**src/rtl/blink_gen.sv**
```systemverilog
module blink_gen #(
  parameter int NCH = 18,
  parameter int VW  = 8
) (
  input  logic           clk,
  input  logic           rst_n,
  input  logic           tick,
  input  logic [VW-1:0]  blf_next,
  input  logic [VW-1:0]  bld_next,
  input  logic           update,
  input  logic [1:0]     sync_mode,
  input  logic [NCH-1:0] blink_en,
  input  logic           sync_in,
  output logic           blink_gate,
  output logic [NCH-1:0] ch_gate,
  output logic           sync_out,
  output logic           sync_oe
);
  localparam logic [1:0] MODE_MASTER = 2'b10;
  localparam logic [1:0] MODE_SLAVE  = 2'b11;

  logic [VW-1:0] blf_act, bld_act, pre, slot;
  logic [2:0]    sync_q;
  logic          restart;

  always_ff @(posedge clk or negedge rst_n)
    if (!rst_n) begin
      blf_act <= '0;
      bld_act <= '0;
    end else if (update) begin
      blf_act <= blf_next;
      bld_act <= bld_next;
    end

  always_ff @(posedge clk or negedge rst_n)
    if (!rst_n) sync_q <= '0;
    else        sync_q <= {sync_q[1:0], sync_in};

  assign restart = (sync_mode == MODE_SLAVE) && sync_q[1] && !sync_q[2];

  always_ff @(posedge clk or negedge rst_n)
    if (!rst_n) begin
      pre  <= '0;
      slot <= '0;
    end else if (restart) begin
      pre  <= '0;
      slot <= '0;
    end else if (tick) begin
      if (pre >= blf_act) begin
        pre  <= '0;
        slot <= slot + 1'b1;
      end else begin
        pre <= pre + 1'b1;
      end
    end

  assign blink_gate = slot < bld_act;
  assign ch_gate    = ~blink_en | {NCH{blink_gate}};
  assign sync_out   = (sync_mode == MODE_MASTER) && !slot[VW-1];
  assign sync_oe    = sync_mode != MODE_SLAVE;
endmodule

```
**config.mk**
```make
export PLATFORM = sky130hd
export DESIGN_NAME = blink_gen
export DESIGN_NICKNAME = d
export VERILOG_FILES = /design/src/rtl/blink_gen.sv
export SDC_FILE = /design/constraint.sdc
export NUM_CORES = 1
export LEC_CHECK = 0
export BUFFER_PORTS_ARGS = -buffer_cell sky130_fd_sc_hd__buf_2
export CORE_UTILIZATION = 42
export DETAILED_ROUTE_END_ITERATION = 6
export PLACE_DENSITY = 0.67
export SETUP_SLACK_MARGIN = 0.02
export SYNTH_ARGS = -nofsm -noshare
export SYNTH_HDL_FRONTEND = slang
export SYNTH_SLANG_ARGS = --single-unit
```
**constraint.sdc**
```tcl
create_clock -name clk -period 2.14 [get_ports clk]
set_input_delay 0.214 -clock clk [delete_from_list [all_inputs] [get_ports clk]]
set_output_delay 0.214 -clock clk [all_outputs]
set_load 0.02 [all_outputs]
```
======== Word level (Yosys, flattened, before mapping) ========
Cells that the tools add are included.
operators by class
  add/sub/neg operators ................... 2
  magnitude comparators ................... 2
  equality and inequality tests ........... 3
  muxes and demuxes ....................... 6
  bitwise operators ....................... 2
  reductions and logical operators ........ 8
operator list
  cell                                          number
  2-to-1 mux 8 bit                              6
  inverter 18 bit                               1
  OR 18 bit                                     1
  adder 8 x 1 -> 8 bit, second input constant   2
  greater-or-equal comparator 8 bit             1
  less-than comparator 8 bit                    1
  == test 2 bit, second input constant          2
  nonzero test 2 bit                            2
  logical AND 1 bit                             3
  logical NOT 1 bit                             2
  inequality test 2 bit, second input constant  1
  AND reduction 2 bit                           1
word-level totals
  flip-flop bits (word level) ............. 35
  output and inout bits ................... 21

======== Logic depth before layout (Yosys ltp) ========
Gate-level depths: netlist of the first run.
  word-level depth ........................ 5
  depth in mapped cells ................... 8
  gate-level depth less buffers ........... 7

======== Least setup slack after synthesis of the first run ========
OpenSTA, ideal clock, no wires.
  path kind ............................... register -> output
  start point ............................. register slot[5]
  end point ............................... output port ch_gate[10]
  data arrival time ....................... 1701 ps
  data required time ...................... 1926 ps
  setup slack ............................. 225 ps
  stages on the path, launching flop included .. 8
  path through ............................ dfrtp_1 ha_1 a21o_1 a21o_1 a21oi_1 o31ai_4 buf_4 nand2_1
between the ends
  longest elaborated chain between the ends .. 2
ends and longest elaborated chain
  element                     RTL line  source
  start: declaration          22        logic [VW-1:0] blf_act, bld_act, pre, slot;
  start signal: assignment    51        slot <= slot + 1'b1;
  less-than comparator 8 bit  57        assign blink_gate = slot < bld_act;
  OR 18 bit                   58        assign ch_gate = ~blink_en | {NCH{blink_gate}};
  end: declaration            15        output logic [NCH-1:0] ch_gate,
No other way between the ends.

======== Worst setup path in the final report of the first run ========
  start point ............................. register bld_act[5]
  end point ............................... output port ch_gate[15]
between the ends
  longest elaborated chain between the ends .. 2
ends and longest elaborated chain
  element                     RTL line  source
  start: declaration          22
  start signal: assignment    32        bld_act <= bld_next;
  less-than comparator 8 bit  57
  OR 18 bit                   58
No other way between the ends.

==> results of run 1 <==
registers in the layout (all words and copies together), names as in the netlist:
name and count:
pre 8, slot 8, sync_q 3, blf_act 8
bld_act 8
critical path, cell delays in order, from the launching register on:
cell and delay (ps):
dfrtp_1 370, inv_2 80, ha_4 200, a21o_1 160, a21o_1 180, a21oi_4 240, o31ai_4 130, buf_4 170
nand2_2 80, buf_6 110
cell families (layout without fill, tap and decap cells):
family,Yosys count,after routing,synth area share
and+or+nand+nor,102,102,0.2519
buffers and inverters,27,94,0.05479
muxes,7,7,0.03454
AOI/OAI and AO/OA,45,47,0.1406
adders and majority gates,17,17,0.1012
DFF,35,35,0.4169
where the power goes:
group,internal [mW],switching (mW)
Clock,0.228,0.228
Sequential,0.775,0.114
Combinational,0.339,0.426
final cells by class:
class                           count  area [um2]  share of cell area
Multi-Input combinational cell    173        1216              0.4328
Sequential cell                    35       877.1              0.3121
Timing Repair Buffer               69       488.0              0.1736
Tap cell                           67       83.83             0.02983
Clock buffer                        7       76.32             0.02716
Inverter                           17       63.81             0.02271
Clock inverter                      1       5.005            0.001781
synthesized netlist by cell type:
cell type,instances,area [um2]
a21o_1,3,22.52
o21ai_0,16,80.08
and2_1,2,12.51
nor4_2,1,12.51
clkbuf_1,6,22.52
nand4b_1,1,8.760
nand3_1,6,30.03
a211oi_2,1,12.51
a31oi_1,4,25.02
nor3b_1,1,7.510
buf_2,2,10.01
buf_4,1,7.510
nor2b_1,4,25.02
a211o_1,1,8.760
nor3b_2,1,12.51
nand4_1,12,75.07
a21oi_1,9,45.04
o2111ai_1,4,35.03
buf_6,1,11.26
inv_1,17,63.81
and4_1,1,8.760
o211ai_1,4,30.03
o31ai_4,1,21.27
and3_1,6,37.54
nor2_1,5,18.77
ha_1,17,212.7
o211a_1,1,10.01
mux2i_1,5,50.05
or3_1,1,6.260
and3b_1,2,17.52
nand2b_1,14,87.58
nand2_1,45,168.9
mux2_2,2,22.52
o21ai_1,1,5.000
dfrtp_1,35,875.8
layer usage:
| layer | vias up | routed length [um] | GRT usage |
|---|---|---|---|
| li1 | 953 | - | - |
| met1 | 868 | 2508 | 0.2787 |
| met2 | 27 | 2343 | 0.2887 |
| met3 | 2 | 157 | 0.04144 |
| met4 | 0 | 33 | 0.05882 |
| met5 | - | 0 | 0 |
stage by stage:
stage | cells | TNS (ps) | total power [mW] | utilization
after floorplan | 233 | 0 | 1.383 | -
after global placement | 352 | 0 | 1.550 | 0.5145
after detailed placement | 352 | 0 | 1.567 | 0.5145
after CTS | 368 | -432.2 | 2.117 | 0.5797
after global routing | 369 | -1427 | 2.265 | 0.5911
final | 369 | -732.4 | 2.111 | 0.5911
repair_timing:
| item | in CTS | in global routing |
|---|---|---|
| gates cloned | 2 | 0 |
| gates resized for setup | 46 | 10 |
| buffers inserted | 6 | 1 |
| pin swaps | 12 | 8 |
| endpoints found under the setup margin | 19 | 19 |
worst max-delay path by stage:
stage	from	endpoint	slack, ps
finish	bld_act[5]	ch_gate[15]	-100
detailed placement	slot[6]	ch_gate[4]	90
floorplan	slot[5]	ch_gate[10]	220
global placement	slot[5]	ch_gate[4]	150
CTS	bld_act[5]	blink_gate	-50
global route	bld_act[5]	ch_gate[16]	-130
==> run_results.csv, run 1 <==
group,metric,value,unit
status,status,"finished with violations",
status,violations,"setup timing",
sta,post-route-period-util,1.044,
sta,fin_worst_skew,8.257,ps
yosys,ys_seq_area_frac,0.4169,
final_layout,final_area,2810,um2
place,hpwl,3193,um
sta,setup_slack,-95.11,ps
setup_path,path_class,"reg -> out",
grt,grt_max_degree,36,
sta,tightest_slew,785.6,ps
place,place.gp.congestion,0.7553,
clock_tree,clk_latency,280,ps
yosys,avgSynthCellArea,9.016,um2
final_layout,final_cell_mix,"buf_2 (42), nand2_1 (37), dfrtp_1 (34)",
setup_path,crit_path_end_kind,"primary output",
pwr,leakage,1.404,nW
clock_tree,cts_tree,"built",
pwr,power-per-cell-area,751.0,nW/um2
worst_hold_path,hold_class,"in -> async",
final_layout,fillers,426,
detailed_routing,num_vias,1850,
detailed_routing,wl,5042,um
job,maxCapViolations,0,
place,portBuffers,61,
clock_tree,path_clk_slew,70,ps
floorplan,core_area,4755,um2
sta,holdWs,2.925,ps
floorplan,rows,25,
sta,hold_viol,0,
setup_path,timing.rr.start,"pre[2]",
yosys,synth.cell_area,2101,um2
detailed_routing,dr.first_iter.drc_count,90,
yosys,synth-seq-cells,35,
setup_path,worstPathArrival,2020,ps
sta,finalSetupViolations,11,
final_layout,final_common_cell,"buf_2",
clock_tree,cts_root_buffer,"clkbuf_8",
sta,relSlewSlack,0.4763,
setup_path,rrSetupSlack,300,ps
detailed_routing,drt_first_pass_iters,4,
grt,first_global_vias,1612,
setup_path,crit_required,1930,ps
clock_tree,htreeDepth,2,
sta,min_period,2235,ps
yosys,synth.distinct_cells,35,
setup_path,crit_fanout,3,
final_layout,nets,359,
pwr,ir_drop,0.3770,mV
setup_path,r2r_cells,6,
sta,fmax,447.4,MHz
grt,antenna_found_initial,0,
floorplan,die_x,72.73,um
detailed_routing,drc,0,
clock_tree,cts-buffers-inserted,5,
setup_path,startpoint_type,"flip-flop",
grt,grt_usage,0.1927,
floorplan,initial_core_util,0.4418,
clock_tree,cts_sinks,35,
yosys,synthCells,233,
clock_tree,ctsHoldBuffers,0,
place,placed_cell_area,2446,um2
detailed_routing,vias_per_cell,5.014,
detailed_routing,ant_nets,0,
place,dpl_worst_slack,93.67,ps
grt,grt_pass1_wl,7707,um
floorplan,dieArea,5289,um2
floorplan,io-pin-count,62,
sta,rsz0062_at_grt,"yes",
setup_path,r2r-end,"slot[7]",
grt,grt_overflow,0,
yosys,yosysWarnings,0,
clock_tree,clock_path_buffers,2,
floorplan,die_h,72.73,um
final_layout,diodes,0,
detailed_routing,wl_per_cell,13.66,um
final_layout,drive_above_1_share,0.3179,
yosys,syn_nets,291,
sta,drv_slew,0,
final_layout,synthToLayoutAreaGrowth,33.77,%
Power figures use the tool's default switching activity.
==> inputs of run 2 (changes only) <==
--- a/config.mk
+++ b/config.mk
@@ -5,10 +5,10 @@
 export SDC_FILE = /design/constraint.sdc
 export NUM_CORES = 1
 export LEC_CHECK = 0
-export BUFFER_PORTS_ARGS = -buffer_cell sky130_fd_sc_hd__buf_2
+export CORE_MARGIN = 8
 export CORE_UTILIZATION = 42
 export DETAILED_ROUTE_END_ITERATION = 6
-export PLACE_DENSITY = 0.67
+export DONT_BUFFER_PORTS = 1
 export SETUP_SLACK_MARGIN = 0.02
 export SYNTH_ARGS = -nofsm -noshare
 export SYNTH_HDL_FRONTEND = slang
==> run_results.csv, run 2 (synthesis results as in run 1) <==
group,metric,value,unit
floorplan,die_h,86.73,um
clock_tree,cts_tree,"built",
setup_path,startpoint_type,"flip-flop",
pwr,leakage,1.226,nW
setup_path,worstPathArrival,1880,ps
sta,fin_worst_skew,8.579,ps
setup_path,crit_fanout,6,
sta,relSlewSlack,0.5215,
detailed_routing,drc,0,
final_layout,diodes,0,
clock_tree,cts_sinks,35,
grt,grt_overflow,0,
setup_path,crit_required,1930,ps
pwr,combPwrFrac,0.335,
setup_path,r2r-end,"pre[5]",
worst_hold_path,hold_class,"in -> reg",
detailed_routing,dr.first_iter.drc_count,71,
detailed_routing,ant_nets,0,
sta,min_period,2096,ps
detailed_routing,wl,5268,um
pwr,seq_power_share,0.431,
final_layout,fillers,398,
setup_path,path_class,"reg -> out",
pwr,power_switching_share,0.3564,
sta,drv_slew,0,
sta,post-route-period-util,0.9795,
pwr,internal_power,1.324,mW
sta,tightest_slew,716.3,ps
sta,finalSetupViolations,0,
place,place.gp.congestion,0.7262,
final_layout,fin_util,0.5542,
grt,grt_usage,0.1319,
setup_path,critPathSlowestCell,"dfrtp_1",
setup_path,timing.rr.start,"pre[0]",
sta,fmax,477.1,MHz
clock_tree,cts-buffers-inserted,5,
final_layout,drive_above_1_share,0.1942,
setup_path,r2r_cells,7,
detailed_routing,vias_per_cell,5.479,
pwr,ir_drop,0.3716,mV
setup_path,cp.buffers_inverters,3,
floorplan,rows,25,
pwr,clockPowerShare,0.234,
detailed_routing,wl_per_cell,17.05,um
worst_hold_path,whs_endpoint,"bld_act[4]",
clock_tree,clock_path_buffers,2,
grt,grt_pass1_wl,7838,um
detailed_routing,drt_first_pass_iters,4,
clock_tree,htreeDepth,2,
sta,hold_viol,0,
floorplan,io-pin-count,62,
sta,rsz0062_at_grt,"yes",
pwr,p_switching,0.7334,mW
final_layout,nets,300,
final_layout,synthToLayoutAreaGrowth,26.27,%
worst_hold_path,hp-start,"update",
setup_path,crit_path_end_kind,"primary output",
status,status,"complete, no violations",
clock_tree,clk_latency,280,ps
worst_hold_path,hold_depth,1,
pwr,power-per-cell-area,775.6,nW/um2
clock_tree,cts_root_buffer,"clkbuf_8",
setup_path,worst_path_largest_cell_delay,380,ps
setup_path,rrSetupSlack,280,ps
final_layout,final_cell_mix,"dfrtp_1 (34), nand2_1 (27), o21ai_0 (16)",
job,maxCapViolations,0,
place,portBuffers,0,
setup_path,worstPathCellList,"inv_2, ha_4, a21o_1, a21o_1, a21oi_2, o31ai_4, clkbuf_16, inv_6",
setup_path,crit_family,"compound AO/OA/AOI/OAI gates",
grt,grt_max_degree,36,
final_layout,final_common_cell,"dfrtp_1",
clock_tree,path_clk_slew,70,ps
grt,antenna_found_initial,0,
floorplan,die_x,86.73,um
floorplan,dieArea,7521,um2
detailed_routing,num_vias,1693,
grt,first_global_vias,1651,
sta,holdWs,19.58,ps
setup_path,critPathMostFrequentCell,"a21o_1",
setup_path,crit_start,"bld_act[5]",
place,hpwl,3433,um
floorplan,initial_core_util,0.4390,
floorplan,core_area,4786,um2
## run 2: through the flow
step | cell area (um2) | power, mW | instances | TNS (ps) | setup slack (ps)
after floorplan | 2101 | 1.383 | 233 | 0 | 224.6
after global placement | 2148 | 1.486 | 292 | 0 | 125.2
after detailed placement | 2148 | 1.510 | 292 | 0 | 89.94
after CTS | 2332 | 2.032 | 305 | -268.2 | -17.14
after global routing | 2653 | 2.221 | 309 | -810.1 | -59.32
final | 2653 | 2.057 | 309 | 0 | 43.82
## run 2: area by class of cell
type,instances,area (um2),area share
Clock buffer,6,82.58,0.03113
Timing Repair Buffer,12,143.9,0.05425
Clock inverter,1,5.005,0.001887
Multi-Input combinational cell,171,1391,0.5245
Inverter,17,68.82,0.02594
Tap cell,67,83.83,0.03160
Sequential cell,35,877.1,0.3307
## run 2: metal layers
metal  vias up  track usage  share of wire
met2        54       0.2007           0.47
met5         -            0              0
met3         4      0.04537          0.078
met1       800       0.1681           0.44
met4         0      0.04695         0.0072
li1        835            -              -
## run 2: worst reg2reg max path: cells and delay by family (launching register included)
kind,cells,cell delay [ps]
adder cells (fa/ha/maj),1,270
AND/OR/NAND/NOR,3,680
AO/OA/AOI/OAI,2,290
buffers and inverters,1,70
flip-flops,1,390
## run 2: worst max-delay path by stage
| stage | end | slack, ps | cells past startpoint |
|---|---|---|---|
| 5_1_grt | blink_gate | -60 | 8 |
| 2_1_floorplan | ch_gate[10] | 220 | 7 |
| 6_report | blink_gate | 40 | 8 |
| 3_5_place_dp | ch_gate[6] | 90 | 4 |
| 4_1_cts | ch_gate[12] | -20 | 7 |
| 3_3_place_gp | ch_gate[6] | 130 | 4 |
## run 2: what timing repair did
action,CTS,global route
resized for setup,14,47
hold endpoints to repair,36,1
hold buffers,3,1
cloned,0,1
buffers inserted,3,2
pin swaps,1,23
endpoints found under the setup margin,19,19
## run 2: power groups by stage
stage | combinational [mW] | sequential [mW] | clock, mW
floorplan | 0.513 | 0.870 | 0
global placement | 0.591 | 0.895 | 0
detailed placement | 0.606 | 0.904 | 0
CTS | 0.640 | 0.890 | 0.502
global route | 0.789 | 0.907 | 0.526
finish | 0.689 | 0.887 | 0.482
